## src/rtl/mdio_pkg.sv

```systemverilog
package mdio_pkg;

    localparam int MDIO_DIV_W     = 6;
    localparam int MDIO_ADDR_W    = 5;
    localparam int MDIO_DATA_W    = 16;
    localparam int MDIO_PRE_LEN   = 32;
    localparam int MDIO_FRAME_LEN = MDIO_PRE_LEN + 2 + 2 + 2*MDIO_ADDR_W + 2 + MDIO_DATA_W;
    localparam int MDIO_SETUP_W   = MDIO_DIV_W + 1;

    localparam int CMD_PHY_LSB = 24;
    localparam int CMD_REG_LSB = 16;
    localparam int CMD_OP_LSB  = 14;
    localparam int CMD_GO_BIT  = 11;

    localparam logic [1:0] OFS_SETUP = 2'd0;
    localparam logic [1:0] OFS_CMD   = 2'd1;
    localparam logic [1:0] OFS_WDATA = 2'd2;
    localparam logic [1:0] OFS_RDATA = 2'd3;

    typedef enum logic [1:0] {
        OP_NONE = 2'b00,
        OP_WR   = 2'b01,
        OP_RD   = 2'b10,
        OP_BAD  = 2'b11
    } mdio_op_e;

    typedef struct packed {
        mdio_op_e                 op;
        logic [MDIO_ADDR_W-1:0]   phy;
        logic [MDIO_ADDR_W-1:0]   regad;
        logic                     go;
    } mdio_cmd_t;

    function automatic mdio_cmd_t decode_cmd(input logic [31:0] w);
        mdio_cmd_t c;
        c.op    = mdio_op_e'(w[CMD_OP_LSB +: 2]);
        c.phy   = w[CMD_PHY_LSB +: MDIO_ADDR_W];
        c.regad = w[CMD_REG_LSB +: MDIO_ADDR_W];
        c.go    = w[CMD_GO_BIT];
        return c;
    endfunction

    function automatic logic op_is_valid(input mdio_op_e op);
        return (op == OP_WR) || (op == OP_RD);
    endfunction

    // Whole frame, first bit on the wire in the MSB.
    function automatic logic [MDIO_FRAME_LEN-1:0] build_frame(
        input mdio_cmd_t c, input logic [MDIO_DATA_W-1:0] data);
        logic [1:0]             ta;
        logic [MDIO_DATA_W-1:0] payload;
        ta      = (c.op == OP_WR) ? 2'b10 : 2'b11;
        payload = (c.op == OP_WR) ? data : '1;
        return {{MDIO_PRE_LEN{1'b1}}, 2'b01, c.op, c.phy, c.regad, ta, payload};
    endfunction

endpackage

```

## src/rtl/mdio_clkgen.sv

```systemverilog
module mdio_clkgen
    import mdio_pkg::*;
#(
    parameter int DIV_W = MDIO_DIV_W
) (
    input  logic             clk,
    input  logic             rst,
    input  logic             run,
    input  logic [DIV_W-1:0] div,
    output logic             mdc,
    output logic             rise,
    output logic             fall
);
    logic [DIV_W-1:0] cnt_q;
    logic             mdc_q;
    logic             tick;

    assign tick = run && (cnt_q == div);
    assign rise = tick && !mdc_q;
    assign fall = tick && mdc_q;
    assign mdc  = mdc_q;

    always_ff @(posedge clk) begin
        if (rst || !run) begin
            cnt_q <= '0;
            mdc_q <= 1'b0;
        end else if (tick) begin
            cnt_q <= '0;
            mdc_q <= ~mdc_q;
        end else begin
            cnt_q <= cnt_q + 1'b1;
        end
    end
endmodule

```

## src/rtl/mdio_frame_eng.sv

```systemverilog
module mdio_frame_eng
    import mdio_pkg::*;
#(
    parameter int FRAME_LEN = MDIO_FRAME_LEN,
    parameter int DATA_W    = MDIO_DATA_W
) (
    input  logic                 clk,
    input  logic                 rst,
    input  logic                 start,
    input  mdio_op_e             start_op,
    input  logic [FRAME_LEN-1:0] start_frame,
    input  logic                 rise,
    input  logic                 fall,
    input  logic                 mdio_i,
    output logic                 busy,
    output mdio_op_e             cur_op,
    output logic                 mdio_o,
    output logic                 mdio_oe,
    output logic                 done,
    output logic [DATA_W-1:0]    rd_data
);
    localparam int IDX_W   = $clog2(FRAME_LEN);
    localparam int RLS_IDX = FRAME_LEN - DATA_W - 2;
    localparam int DAT_IDX = FRAME_LEN - DATA_W;
    localparam int LAST    = FRAME_LEN - 1;

    typedef enum logic {ENG_IDLE, ENG_RUN} eng_state_e;

    eng_state_e           state_q;
    logic [FRAME_LEN-1:0] shreg_q;
    logic [IDX_W-1:0]     idx_q;
    mdio_op_e             op_q;
    logic [DATA_W-1:0]    rd_q;
    logic                 released;

    assign busy     = (state_q == ENG_RUN);
    assign cur_op   = op_q;
    assign released = (op_q == OP_RD) && (idx_q >= IDX_W'(RLS_IDX));
    assign mdio_oe  = busy && !released;
    assign mdio_o   = busy ? shreg_q[FRAME_LEN-1] : 1'b1;
    assign done     = busy && fall && (idx_q == IDX_W'(LAST));
    assign rd_data  = rd_q;

    always_ff @(posedge clk) begin
        if (rst) begin
            state_q <= ENG_IDLE;
            shreg_q <= '0;
            idx_q   <= '0;
            op_q    <= OP_NONE;
            rd_q    <= '0;
        end else begin
            unique case (state_q)
                ENG_IDLE: begin
                    if (start) begin
                        state_q <= ENG_RUN;
                        shreg_q <= start_frame;
                        idx_q   <= '0;
                        op_q    <= start_op;
                    end
                end
                ENG_RUN: begin
                    if (rise && (op_q == OP_RD) && (idx_q >= IDX_W'(DAT_IDX))) begin
                        rd_q <= {rd_q[DATA_W-2:0], mdio_i};
                    end
                    if (fall) begin
                        if (idx_q == IDX_W'(LAST)) begin
                            state_q <= ENG_IDLE;
                        end else begin
                            idx_q   <= idx_q + 1'b1;
                            shreg_q <= {shreg_q[FRAME_LEN-2:0], 1'b0};
                        end
                    end
                end
                default: state_q <= ENG_IDLE;
            endcase
        end
    end
endmodule

```

## src/rtl/mdio_mgmt_ctrl.sv

```systemverilog
module mdio_mgmt_ctrl
    import mdio_pkg::*;
(
    input  logic        clk,
    input  logic        rst,
    input  logic        reg_wr,
    input  logic [1:0]  reg_addr,
    input  logic [31:0] reg_wdata,
    output logic [31:0] reg_rdata,
    output logic        mdc,
    output logic        mdio_o,
    output logic        mdio_oe,
    input  logic        mdio_i
);
    logic [MDIO_SETUP_W-1:0]   setup_q;
    logic [31:0]               cmd_q;
    logic [MDIO_DATA_W-1:0]    wdata_q;
    logic [MDIO_DATA_W-1:0]    rdata_q;
    logic                      reject_q;

    logic [MDIO_DIV_W-1:0]     div;
    logic                      en;
    logic                      cfg_err;
    mdio_cmd_t                 cmd;
    logic                      issue;
    logic                      accept;
    logic                      busy;
    logic                      rise;
    logic                      fall;
    logic                      done;
    mdio_op_e                  cur_op;
    logic [MDIO_DATA_W-1:0]    eng_rd;
    logic [MDIO_FRAME_LEN-1:0] frame;

    assign div     = setup_q[MDIO_DIV_W-1:0];
    assign en      = setup_q[MDIO_DIV_W];
    assign cfg_err = en && (div == '0);
    assign cmd     = decode_cmd(reg_wdata);
    assign issue   = reg_wr && (reg_addr == OFS_CMD) && cmd.go && !busy;
    assign accept  = issue && en && !cfg_err && op_is_valid(cmd.op);
    assign frame   = build_frame(cmd, wdata_q);

    always_ff @(posedge clk) begin
        if (rst) begin
            setup_q  <= '0;
            cmd_q    <= '0;
            wdata_q  <= '0;
            rdata_q  <= '0;
            reject_q <= 1'b0;
        end else begin
            if (reg_wr) begin
                unique case (reg_addr)
                    OFS_SETUP: setup_q <= reg_wdata[MDIO_SETUP_W-1:0];
                    OFS_CMD:   if (!busy) cmd_q <= reg_wdata;
                    OFS_WDATA: wdata_q <= reg_wdata[MDIO_DATA_W-1:0];
                    default:   ;
                endcase
            end
            if (accept) begin
                reject_q <= 1'b0;
            end else if (issue) begin
                reject_q <= 1'b1;
            end
            if (done && (cur_op == OP_RD)) begin
                rdata_q <= eng_rd;
            end
        end
    end

    always_comb begin
        reg_rdata = '0;
        unique case (reg_addr)
            OFS_SETUP: reg_rdata = {22'd0, reject_q, cfg_err, ~busy, setup_q};
            OFS_CMD:   reg_rdata = cmd_q;
            OFS_WDATA: reg_rdata = {{(32-MDIO_DATA_W){1'b0}}, wdata_q};
            default:   reg_rdata = {{(32-MDIO_DATA_W){1'b0}}, rdata_q};
        endcase
    end

    mdio_clkgen #(.DIV_W(MDIO_DIV_W)) u_clkgen (
        .clk  (clk),
        .rst  (rst),
        .run  (busy),
        .div  (div),
        .mdc  (mdc),
        .rise (rise),
        .fall (fall)
    );

    mdio_frame_eng #(.FRAME_LEN(MDIO_FRAME_LEN), .DATA_W(MDIO_DATA_W)) u_eng (
        .clk         (clk),
        .rst         (rst),
        .start       (accept),
        .start_op    (cmd.op),
        .start_frame (frame),
        .rise        (rise),
        .fall        (fall),
        .mdio_i      (mdio_i),
        .busy        (busy),
        .cur_op      (cur_op),
        .mdio_o      (mdio_o),
        .mdio_oe     (mdio_oe),
        .done        (done),
        .rd_data     (eng_rd)
    );
endmodule

```

## config.mk

```make
export PLATFORM = sky130hd
export DESIGN_NAME = mdio_mgmt_ctrl
export DESIGN_NICKNAME = d
export VERILOG_FILES = /design/src/rtl/mdio_pkg.sv /design/src/rtl/mdio_clkgen.sv /design/src/rtl/mdio_frame_eng.sv /design/src/rtl/mdio_mgmt_ctrl.sv
export SDC_FILE = /design/constraint.sdc
export NUM_CORES = 1
export LEC_CHECK = 0
export BUFFER_PORTS_ARGS = -buffer_cell sky130_fd_sc_hd__buf_4
export CAP_MARGIN = 40
export CORE_MARGIN = 5
export CORE_UTILIZATION = 57
export DETAILED_ROUTE_END_ITERATION = 6
export PLACE_DENSITY = 0.81
export SLEW_MARGIN = 20
export SYNTH_ARGS = -nofsm -noshare
export SYNTH_HDL_FRONTEND = slang
export SYNTH_SLANG_ARGS = --single-unit
```

## constraint.sdc

```tcl
create_clock -name clk -period 3.3 [get_ports clk]
set_input_delay 0.66 -clock clk [delete_from_list [all_inputs] [get_ports clk]]
set_output_delay 0.66 -clock clk [all_outputs]
set_load 0.01 [all_outputs]
```

### After elaboration in Yosys (flattened, before gate mapping)

Cells that the tools add are included.

* register bits: 168
* latch bits: 0
* memory bits (writable): 0
* bits in read-only memories: 0
* bits of input ports: 38
* output and inout bits: 35
* logic and storage cells: 77
* memories: 0

* add/subtract/negate cells: 2
* multipliers: 0
* div/mod/pow operators: 0
* magnitude comparators: 2
* equality and inequality tests: 10
* shift operators: 0
* multiplexer cells: 16
* bitwise gates (word level): 2
* reductions and logical operators: 33

Operator list (count)
* two-way mux 64 bit: 3
* case mux 64 bit (2 select lines): 1
* case mux 32 bit (3 select lines): 1
* two-way mux 6 bit: 3
* logical AND 1 bit: 17
* two-way mux 16 bit: 1
* adder 6 x 1 -> 6 bit (second input constant): 2
* >= comparator 6 bit (second input constant): 2
* case mux 6 bit (2 select lines): 1
* AND reduction 2 bit: 4
* == test 2 bit (second input constant): 3
* == test 6 bit: 1
* == test 6 bit (second input constant): 1
* logical NOT 6 bit: 1
* AND reduction 3 bit: 2
* two-way mux 1 bit: 5
* == test 2 x 1 -> 1 bit (second input constant): 2
* logical NOT 1 bit: 4
* != test 2 bit (second input constant): 2
* OR reduction 2 bit: 2
* logical NOT 2 bit: 1
* logical OR 1 bit: 2
* != test 2 x 1 -> 1 bit (second input constant): 1
* NOT 1 bit: 2
* case mux 1 bit (2 select lines): 1

### Logic depth before layout (Yosys ltp)

Gate-level depths: netlist of the first run.

* word-level depth: 9
* gate-level depth with buffers: 10
* mapped depth without buffers: 6

### Modules after synthesis

Synthesis of the first run repeated with hierarchy kept, for this count alone.

* cells, all modules: 823
* area, all modules: 7467.2 µm²

Modules (own cells, without submodules)
* mdio_frame_eng: times used 1, cells each 401, area each 3832.4 µm², seq. area each 1781.7 µm²
* mdio_mgmt_ctrl: times used 1, cells each 384, area each 3279.4 µm², seq. area each 1441.4 µm²
* mdio_clkgen: times used 1, cells each 38, area each 355.3 µm², seq. area each 140.1 µm²

### Least setup slack after synthesis of the first run

OpenSTA, ideal clock, no wires.

* path type: in2reg
* start point: in reg_addr[1]
* end point: reg u_eng.shreg_q[17]
* arrival: 2278 ps
* required time: 3149 ps
* path slack: 872 ps
* stages: 10
* buffers on the path: 5
* path through: buf_6 > and4bb_1 > buf_4 > nand2_2 > or4b_1 > buf_6 > nand2_2 > buf_6 > buf_6 > a311oi_2

* cells in the longest elaborated chain, start to end: 9

RTL lines
* from (decl): line mdio_mgmt_ctrl.sv:7 `input logic [1:0] reg_addr,`
* == test 2 x 1 -> 1 bit: line mdio_mgmt_ctrl.sv:39 `assign issue = reg_wr && (reg_addr == OFS_CMD) && cmd.go && !busy;`
* logical AND 1 bit (3 in series): line mdio_mgmt_ctrl.sv:39
* logical AND 1 bit (3 in series): line mdio_mgmt_ctrl.sv:40 `assign accept = issue && en && !cfg_err && op_is_valid(cmd.op);`
* != test 2 bit (no source line)
* AND reduction 3 bit (no source line)
* to (signal assigned): line mdio_frame_eng.sv:56 `shreg_q <= start_frame;`
* to (signal assigned): line mdio_frame_eng.sv:70 `shreg_q <= {shreg_q[FRAME_LEN-2:0], 1'b0};`
* to (decl): line mdio_frame_eng.sv:30 `logic [FRAME_LEN-1:0] shreg_q;`

Every way passes these cells.
A chain may end at the register's enable or synchronous reset.

### Final worst setup path of the first run

* start point: reg setup_q[3]
* end point: out reg_rdata[8]

* cells in the longest elaborated chain, start to end: 3

RTL lines
* from (decl): line mdio_mgmt_ctrl.sv:15 `logic [MDIO_SETUP_W-1:0] setup_q;`
* from (signal assigned): line mdio_mgmt_ctrl.sv:53 `OFS_SETUP: setup_q <= reg_wdata[MDIO_SETUP_W-1:0];`
* logical NOT 6 bit: line mdio_mgmt_ctrl.sv:37 `assign cfg_err = en && (div == '0);`
* logical AND 1 bit: line mdio_mgmt_ctrl.sv:37
* case mux 32 bit (3 select lines): line mdio_mgmt_ctrl.sv:72 `unique case (reg_addr)`
* to (decl): line mdio_mgmt_ctrl.sv:9 `output logic [31:0] reg_rdata,`

Every way passes these cells.

==> metrics.md, run 1 <==
| Metric | Value |
|---|---|
| Asr flop ratio synth | 0 |
| DRT Wirelength | 17.9 mm |
| Area of the core | 12700 um^2 |
| Post-CTS sizing | 0 |
| Global-route usage over all layers | 0.240 |
| Antenna-violating nets left | 0 |
| Die width | 124 um |
| Post-Synth Adder-Cell Area | 0.00506 |
| WP data required | 2.64 ns |
| Root Buffer | clkbuf_16 |
| Ys Warns | 0 |
| Fin nets | 894 |
| XOR/XNOR Fraction of Synth Area | 0.0130 |
| CP max-delay cell | or4b_4 |
| Post-synthesis sequential area ratio | 0.453 |
| Antenna violations before repair | 0 |
| CP Cell Sequence | or4b_4, nor4_4, mux4_2, buf_4 |
| Syn_nets | 861 |
| Die height | 124 um |
| Vias per cell | 5.94 |
| Status | finished clean |
| Crit Path Class | reg -> out |
| Minimum clock period after layout | 2.72 ns |
| Peak VDD IR | 0.349 mV |
| Crit path largest cell delay | 0.56 ns |
| Post-DP HPWL | 11.4 mm |
| Clk_lat worst skew | 0.43 ns |
| Kind of cell adding the most delay to the critical path | simple AND/OR/NAND/NOR gates |
| Post-Synth Simple-Gate Area | 0.175 |
| Tot Pwr | 0.00425 W |
| Mux cell area share after synthesis | 0.108 |
| N_diodes | 0 |
| Crit Path Max Fanout | 4 |
| WP buf/inv | 1 |
| CTS Buf Count | 17 |
| Final Wtd Congestion | 0.928 |
| Internal cell power | 0.00326 W |
| Clk sinks | 168 |
| CTS tree | yes |
| Leakage | 2.89 nW |
| Period utilisation layout | 0.824 |
| #FFs+latches synth | 168 |
| Grt total ovfl | 0 |
| DRT Pass-1 Iters | 5 |
| Post-route setup slack | 0.581 ns |
| NetSw | 0.000989 W |
| Postcts setup bufs | 0 |
| Power Dens Cells | 495 nW/um^2 |
| Port Buffers | 72 |
| Die area | 15400 um^2 |
| Setup TNS | 0 ns |
| Mapped Cells | 820 |
| Post-Syn Area | 7420 um^2 |
| Max Freq | 368 MHz |
| Vias in the first global route | 6044 |
| Comb pwr share | 0.053 |
| Worst-Margin Slew | 0.711 ns |
| DRC | 0 |
| Final hold slack | 0.450 ns |
| Largest net degree at the start of global routing | 89 |
| Max-slew headroom | 0.526 |
| Setup violators final | 0 |
| Worst min-delay path class | reg -> reg |
| Dpl ws | 0.430 ns |
| CTS Hold Bufs | 0 |
| Clk slew on worst S/H paths | 0.06 ns |
| IO Count | 73 |
| Initial DRC Count | 631 |
| Rows | 41 |
| Vias | 6157 |
| CP startpoint kind | flip-flop |
| EDFF count, synth | 0 |
| Endpoints failing hold | 0 |
| RSZ-0062 raised after global routing | false |
| Fin. max-slew vios | 0 |
| H-tree depth | 4 |
| Arr. time, crit path | 2.06 ns |
| First-pass GRT wire length | 29.2 mm |
| Critical path capture point type | primary output |
| Clock share of power | 0.460 |
| Layout area overhead | 15.7% |
| Initial Util | 0.586 |
| Synthesized area per cell | 9.05 um^2 |
| Non-Filler Instances | 1037 |
| Clock Skew | 0.00808 ns |
| Wire per inst | 17.2 um |
| Switching Share | 0.233 |
| Flop pwr share | 0.487 |
| CTS max path bufs | 2 |
| Cell count after placement | 1005 |
| Synth Area in Compound Gates | 0.172 |
| Layout cell share with drive strength beyond 1 | 0.188 |
| Ys flop type | dfxtp_1 |
| Largest family of logic cells by synthesized area | simple AND/OR/NAND/NOR gates |
| Distinct cells, synth | 47 |
| Max Cap Viol | 0 |
==> Yosys cell counts (3+ instances only) <==
master,instances,share of area
nor2b_1,3,0.0025
a311oi_2,20,0.040
buf_2,4,0.0027
inv_1,54,0.027
ha_1,3,0.0051
nor3_1,48,0.032
a211oi_1,12,0.012
clkbuf_1,53,0.027
nand4_1,4,0.0034
buf_6,6,0.0091
o21ai_0,18,0.012
a22o_1,6,0.0071
nand2_1,105,0.053
a221oi_1,15,0.018
xnor2_1,9,0.011
buf_4,6,0.0061
nor2_1,66,0.033
mux2i_1,51,0.069
nand3_1,11,0.0074
o31ai_1,18,0.018
buf_1,4,0.0020
dfxtp_1,168,0.45
mux2_2,6,0.0091
a21oi_1,57,0.038
and3_1,4,0.0034
mux4_2,10,0.030
a311oi_1,15,0.018
and2_1,17,0.014
==> cell type report <==
class	instances	area, um^2
Fill cell	982	4090
Multi-Input combinational cell	525	3510
Sequential cell	168	3370
Timing Repair Buffer	87	716
Clock buffer	18	429
Tap cell	172	215
Inverter	54	203
Clock inverter	13	144
==> cells in the final DEF (no fill, tap or decap), drive strengths merged, types with 3 or more instances in the layout <==
cell and instances:
o21ai 18, nor2b 3, xnor2 9, nor2 66, clkbuf 18, a221oi 15
nor3 49, ha 3, nand4 4, mux2 6, clkinv 5, a22o 6
mux4 10, nand3 11, mux2i 51, dfxtp 168, a211oi 12, and3 4
o31ai 18, nand2 107, and2 17, inv 59, buf 87, a21oi 57
a311oi 35
==> tightest hold or removal path: cells and delay by family, from the launching register on <==
kind | cells | cell delay, ns
flops | 1 | 0.31
compound gates | 1 | 0.05
simple gates | 1 | 0.05
==> kinds of logic (layout without fill, tap and decap cells) <==
group	Yosys count	in the layout
mux	67	67
buf+inv	127	172
fa+ha+maj	3	3
xor+xnor	11	11
flops	168	168
simple gates	275	275
compound gates	169	169
==> per-layer routing <==
layer  up-vias  GRT usage  share of wire  wire [um]
met2       228      0.391           0.49       8810
met3        36     0.0690          0.065       1160
li1       2931          -              -          -
met1      2962      0.304           0.42       7540
met4         0     0.0849          0.020        363
met5         -          0              0          0
==> power by group through the flow <==
| stage | Clock [W] | Sequential, W | Combinational (W) |
|---|---|---|---|
| 6_report | 0.00196 | 0.00207 | 0.000225 |
| 5_1_grt | 0.00208 | 0.00207 | 0.000246 |
| 4_1_cts | 0.00197 | 0.00207 | 0.000224 |
| 3_5_place_dp | 0 | 0.00212 | 0.000222 |
| 3_3_place_gp | 0 | 0.00211 | 0.000215 |
| 2_1_floorplan | 0 | 0.00211 | 0.000138 |
==> registers in the layout, summed over array words and instances, names as in the netlist, 2 cells and up <==
| signal | count |
|---|---|
| u_clkgen.cnt_q | 6 |
| cmd_q | 32 |
| u_eng.rd_data | 16 |
| u_eng.cur_op | 2 |
| setup_q | 7 |
| wdata_q | 16 |
| u_eng.shreg_q | 64 |
| rdata_q | 16 |
| u_eng.idx_q | 6 |
==> stage by stage <==
stage | instance area, um^2 | util
3_3_place_gp | 7970 | 0.629
3_5_place_dp | 7990 | 0.631
6_report | 8590 | 0.678
4_1_cts | 8570 | 0.676
5_1_grt | 8590 | 0.678
2_1_floorplan | 7420 | -
==> path summary, 6_finish.rpt <==
path | endpoint | start | slack [ns] | cells past startpoint
worst max-delay path | reg_rdata[8] | setup_q[3]$_SDFFE_PP0P_ | 0.58 | 4
worst max register to register | u_eng.shreg_q[45]$_SDFFE_PP0P_ | setup_q[3]$_SDFFE_PP0P_ | 0.72 | 6
worst min-delay path | cmd_q[16]$_SDFFE_PP0P_ | cmd_q[16]$_SDFFE_PP0P_ | 0.45 | 2
worst min register to register | cmd_q[16]$_SDFFE_PP0P_ | cmd_q[16]$_SDFFE_PP0P_ | 0.45 | 2
Note: power is estimated with default switching activity, not from simulation.
==> run 2, diff against run 1 <==
==> constraint.sdc (replaced) <==
create_clock -name clk -period 2.8 [get_ports clk]
set_input_delay 0.56 -clock clk [delete_from_list [all_inputs] [get_ports clk]]
set_output_delay 0.56 -clock clk [all_outputs]
set_load 0.01 [all_outputs]
==> metrics.md, run 2 (synthesis results as in run 1) <==
| Metric | Value |
|---|---|
| Clock Skew | 0.00805 ns (was 0.00808 ns) |
| Max reg flops | 64 (unchanged) |
| Global-route usage over all layers | 0.240 (about the same) |
| Regs by FF count | u_eng.shreg_q: 64 flops, cmd_q: 32 flops (unchanged) |
| Peak VDD IR | 0.500 mV (was 0.349 mV) |
| Reg2reg end | u_eng.shreg_q[45]$_SDFFE_PP0P_ (unchanged) |
| Final Wtd Congestion | 0.837 (was 0.928) |
| Max-slew headroom | 0.446 (was 0.526) |
| Status | finished clean (unchanged) |
| Fin. max-slew vios | 0 (unchanged) |
| Worst min-delay path class | in -> reg (was reg -> reg) |
| Reg with most FFs | u_eng.shreg_q (unchanged) |
| WHS Path Cells | 3 (was 2) |
| Rows | 41 (unchanged) |
| Worst R2R Setup Slack | 0.52 ns (was 0.72 ns) |
| Fillers | 989 (was 982) |
| Grt total ovfl | 0 (unchanged) |
| Critical Path Stages | 4 (unchanged) |
| R2R depth | 7 (was 6) |
| Initial Util | 0.586 (unchanged) |
| RR Startpoint | u_eng.idx_q[0]$_SDFFE_PP0P_ (was setup_q[3]$_SDFFE_PP0P_) |
| WHS Endpoint | u_eng.rd_data[0]$_SDFFE_PP0P_ (was cmd_q[16]$_SDFFE_PP0P_) |
| Layout area overhead | 16.1% (was 15.7%) |
| Non-Filler Instances | 1040 (was 1037) |
| Tot Pwr | 0.00501 W (was 0.00425 W) |
| Vias in the first global route | 6094 (was 6044) |
| Setup TNS | 0 ns (unchanged) |
| Most common cell after layout, fill and taps aside | dfxtp_1 (unchanged) |
| IO Count | 73 (unchanged) |
| Wire per inst | 17.2 um (about the same) |
| M1 WL | 7.56 mm (was 7.54 mm) |
| Crit Path Max Fanout | 5 (was 4) |
| Fin nets | 896 (was 894) |
| H-tree depth | 4 (unchanged) |
| Post-CTS sizing | 0 (unchanged) |
| Endpoints failing hold | 0 (unchanged) |
| CTS Buf Count | 17 (unchanged) |
| Antenna violations before repair | 0 (unchanged) |
| Worst Hold Launch | mdio_i (was cmd_q[16]$_SDFFE_PP0P_) |
| Crit Path Class | reg -> out (unchanged) |
| Crit path largest cell delay | 0.51 ns (was 0.56 ns) |
| Power Dens Cells | 581 nW/um^2 (was 495 nW/um^2) |
| Top sig layer | met4 (unchanged) |
| First-pass GRT wire length | 29.3 mm (was 29.2 mm) |
| Final hold slack | 0.376 ns (was 0.450 ns) |
| Worst-Margin Slew | 0.831 ns (was 0.711 ns) |
| Vias | 6176 (was 6157) |
| Clk slew on worst S/H paths | 0.07 ns (was 0.06 ns) |
| CTS max path bufs | 2 (unchanged) |
| Initial DRC Count | 561 (was 631) |
| Root Buffer | clkbuf_16 (unchanged) |
| Metal2 WL | 8.94 mm (was 8.81 mm) |
| CTS Hold Bufs | 0 (unchanged) |
| Leakage | 2.90 nW (was 2.89 nW) |
| Arr. time, crit path | 2.13 ns (was 2.06 ns) |
| RSZ-0062 raised after global routing | false (unchanged) |
| Largest net degree at the start of global routing | 79 (was 89) |
| DRT Wirelength | 17.9 mm (unchanged) |
| CTS tree | yes (unchanged) |
| Setup violators final | 0 (unchanged) |
| Layout cell share with drive strength beyond 1 | 0.192 (was 0.188) |
| WP data required | 2.24 ns (was 2.64 ns) |
| Minimum clock period after layout | 2.69 ns |
| Die area | 15400 um^2 (unchanged) |
| Cell count after placement | 1008 (was 1005) |
| Critical path capture point type | primary output (unchanged) |
| Port Buffers | 72 (unchanged) |
| Period utilisation layout | 0.961 |
| Dpl ws | 0.273 ns (was 0.430 ns) |
| Post-route setup slack | 0.108 ns (was 0.581 ns) |
| N_diodes | 0 (unchanged) |
| Vias per cell | 5.94 (about the same) |
| Antenna-violating nets left | 0 (unchanged) |
| CP max-delay cell | or4b_4 (unchanged) |
| Clk sinks | 168 (unchanged) |
| Met3 wire len | 1.11 mm (was 1.16 mm) |
| DRC | 0 (unchanged) |
| CP Cell Sequence | or4b_4, nor4_4, mux4_2, buf_4 (unchanged) |
| Area of the core | 12700 um^2 (unchanged) |
| DRT Pass-1 Iters | 5 (unchanged) |
| Die width | 124 um (unchanged) |
| Die height | 124 um (unchanged) |
| Postcts setup bufs | 0 (unchanged) |
| Post-DP HPWL | 11.4 mm (about the same) |
| Clk_lat worst skew | 0.43 ns (about the same) |
| Kind of cell adding the most delay to the critical path | simple AND/OR/NAND/NOR gates (unchanged) |
| Max Cap Viol | 0 (unchanged) |
| Most frequent cells in the layout | 167 x dfxtp_1, 105 x nand2_1, 83 x buf_4 (was 167 x dfxtp_1, 105 x nand2_1, 82 x buf_4) |
| WP buf/inv | 1 (unchanged) |
| Max Freq | 372 MHz |
| CP startpoint kind | flip-flop (unchanged) |
run 2: power by group:
part           switching, W  internal, W
clock network       0.00103      0.00127
logic              0.000157     0.000117
registers         0.0000219      0.00242
run 2: tightest hold or removal path, stage by stage:
cell     delay, ns
buf_4         0.07
mux2i_1       0.06
nor2_1        0.08
run 2: layer usage:
layer,up-vias,GRT usage
met3,26,0.0618
met2,222,0.392
li1,2956,-
met1,2972,0.305
met5,-,0
met4,0,0.0951
run 2: metrics by stage:
stage / cell area [um^2] / util
4_1_cts: 8620 / 0.680
2_1_floorplan: 7420 / -
6_report: 8620 / 0.680
3_5_place_dp: 8040 / 0.635
5_1_grt: 8620 / 0.680
3_3_place_gp: 8040 / 0.635
run 2: how the worst max path moves through the flow:
stage | startpoint | to | slack, ns
3_5_place_dp | reg_addr[1] | reg_rdata[12] | 0.27
6_report | setup_q[6]$_SDFFE_PP0P_ | reg_rdata[8] | 0.11
5_1_grt | setup_q[6]$_SDFFE_PP0P_ | reg_rdata[8] | 0.05
3_3_place_gp | reg_addr[1] | reg_rdata[11] | 0.33
2_1_floorplan | reg_addr[1] | u_eng.shreg_q[17]$_SDFFE_PP0P_ | 0.47
4_1_cts | setup_q[6]$_SDFFE_PP0P_ | reg_rdata[8] | 0.11
run 2: area by class of cell:
class / count / area, um^2 / area share
timing repair buffer: 89 / 743 / 0.0862
sequential: 168 / 3370 / 0.391
tap: 172 / 215 / 0.0250
clock inverter: 14 / 140 / 0.0163
multi-input combinational: 525 / 3510 / 0.407
clock buffer: 18 / 439 / 0.0510
inverter: 54 / 203 / 0.0235
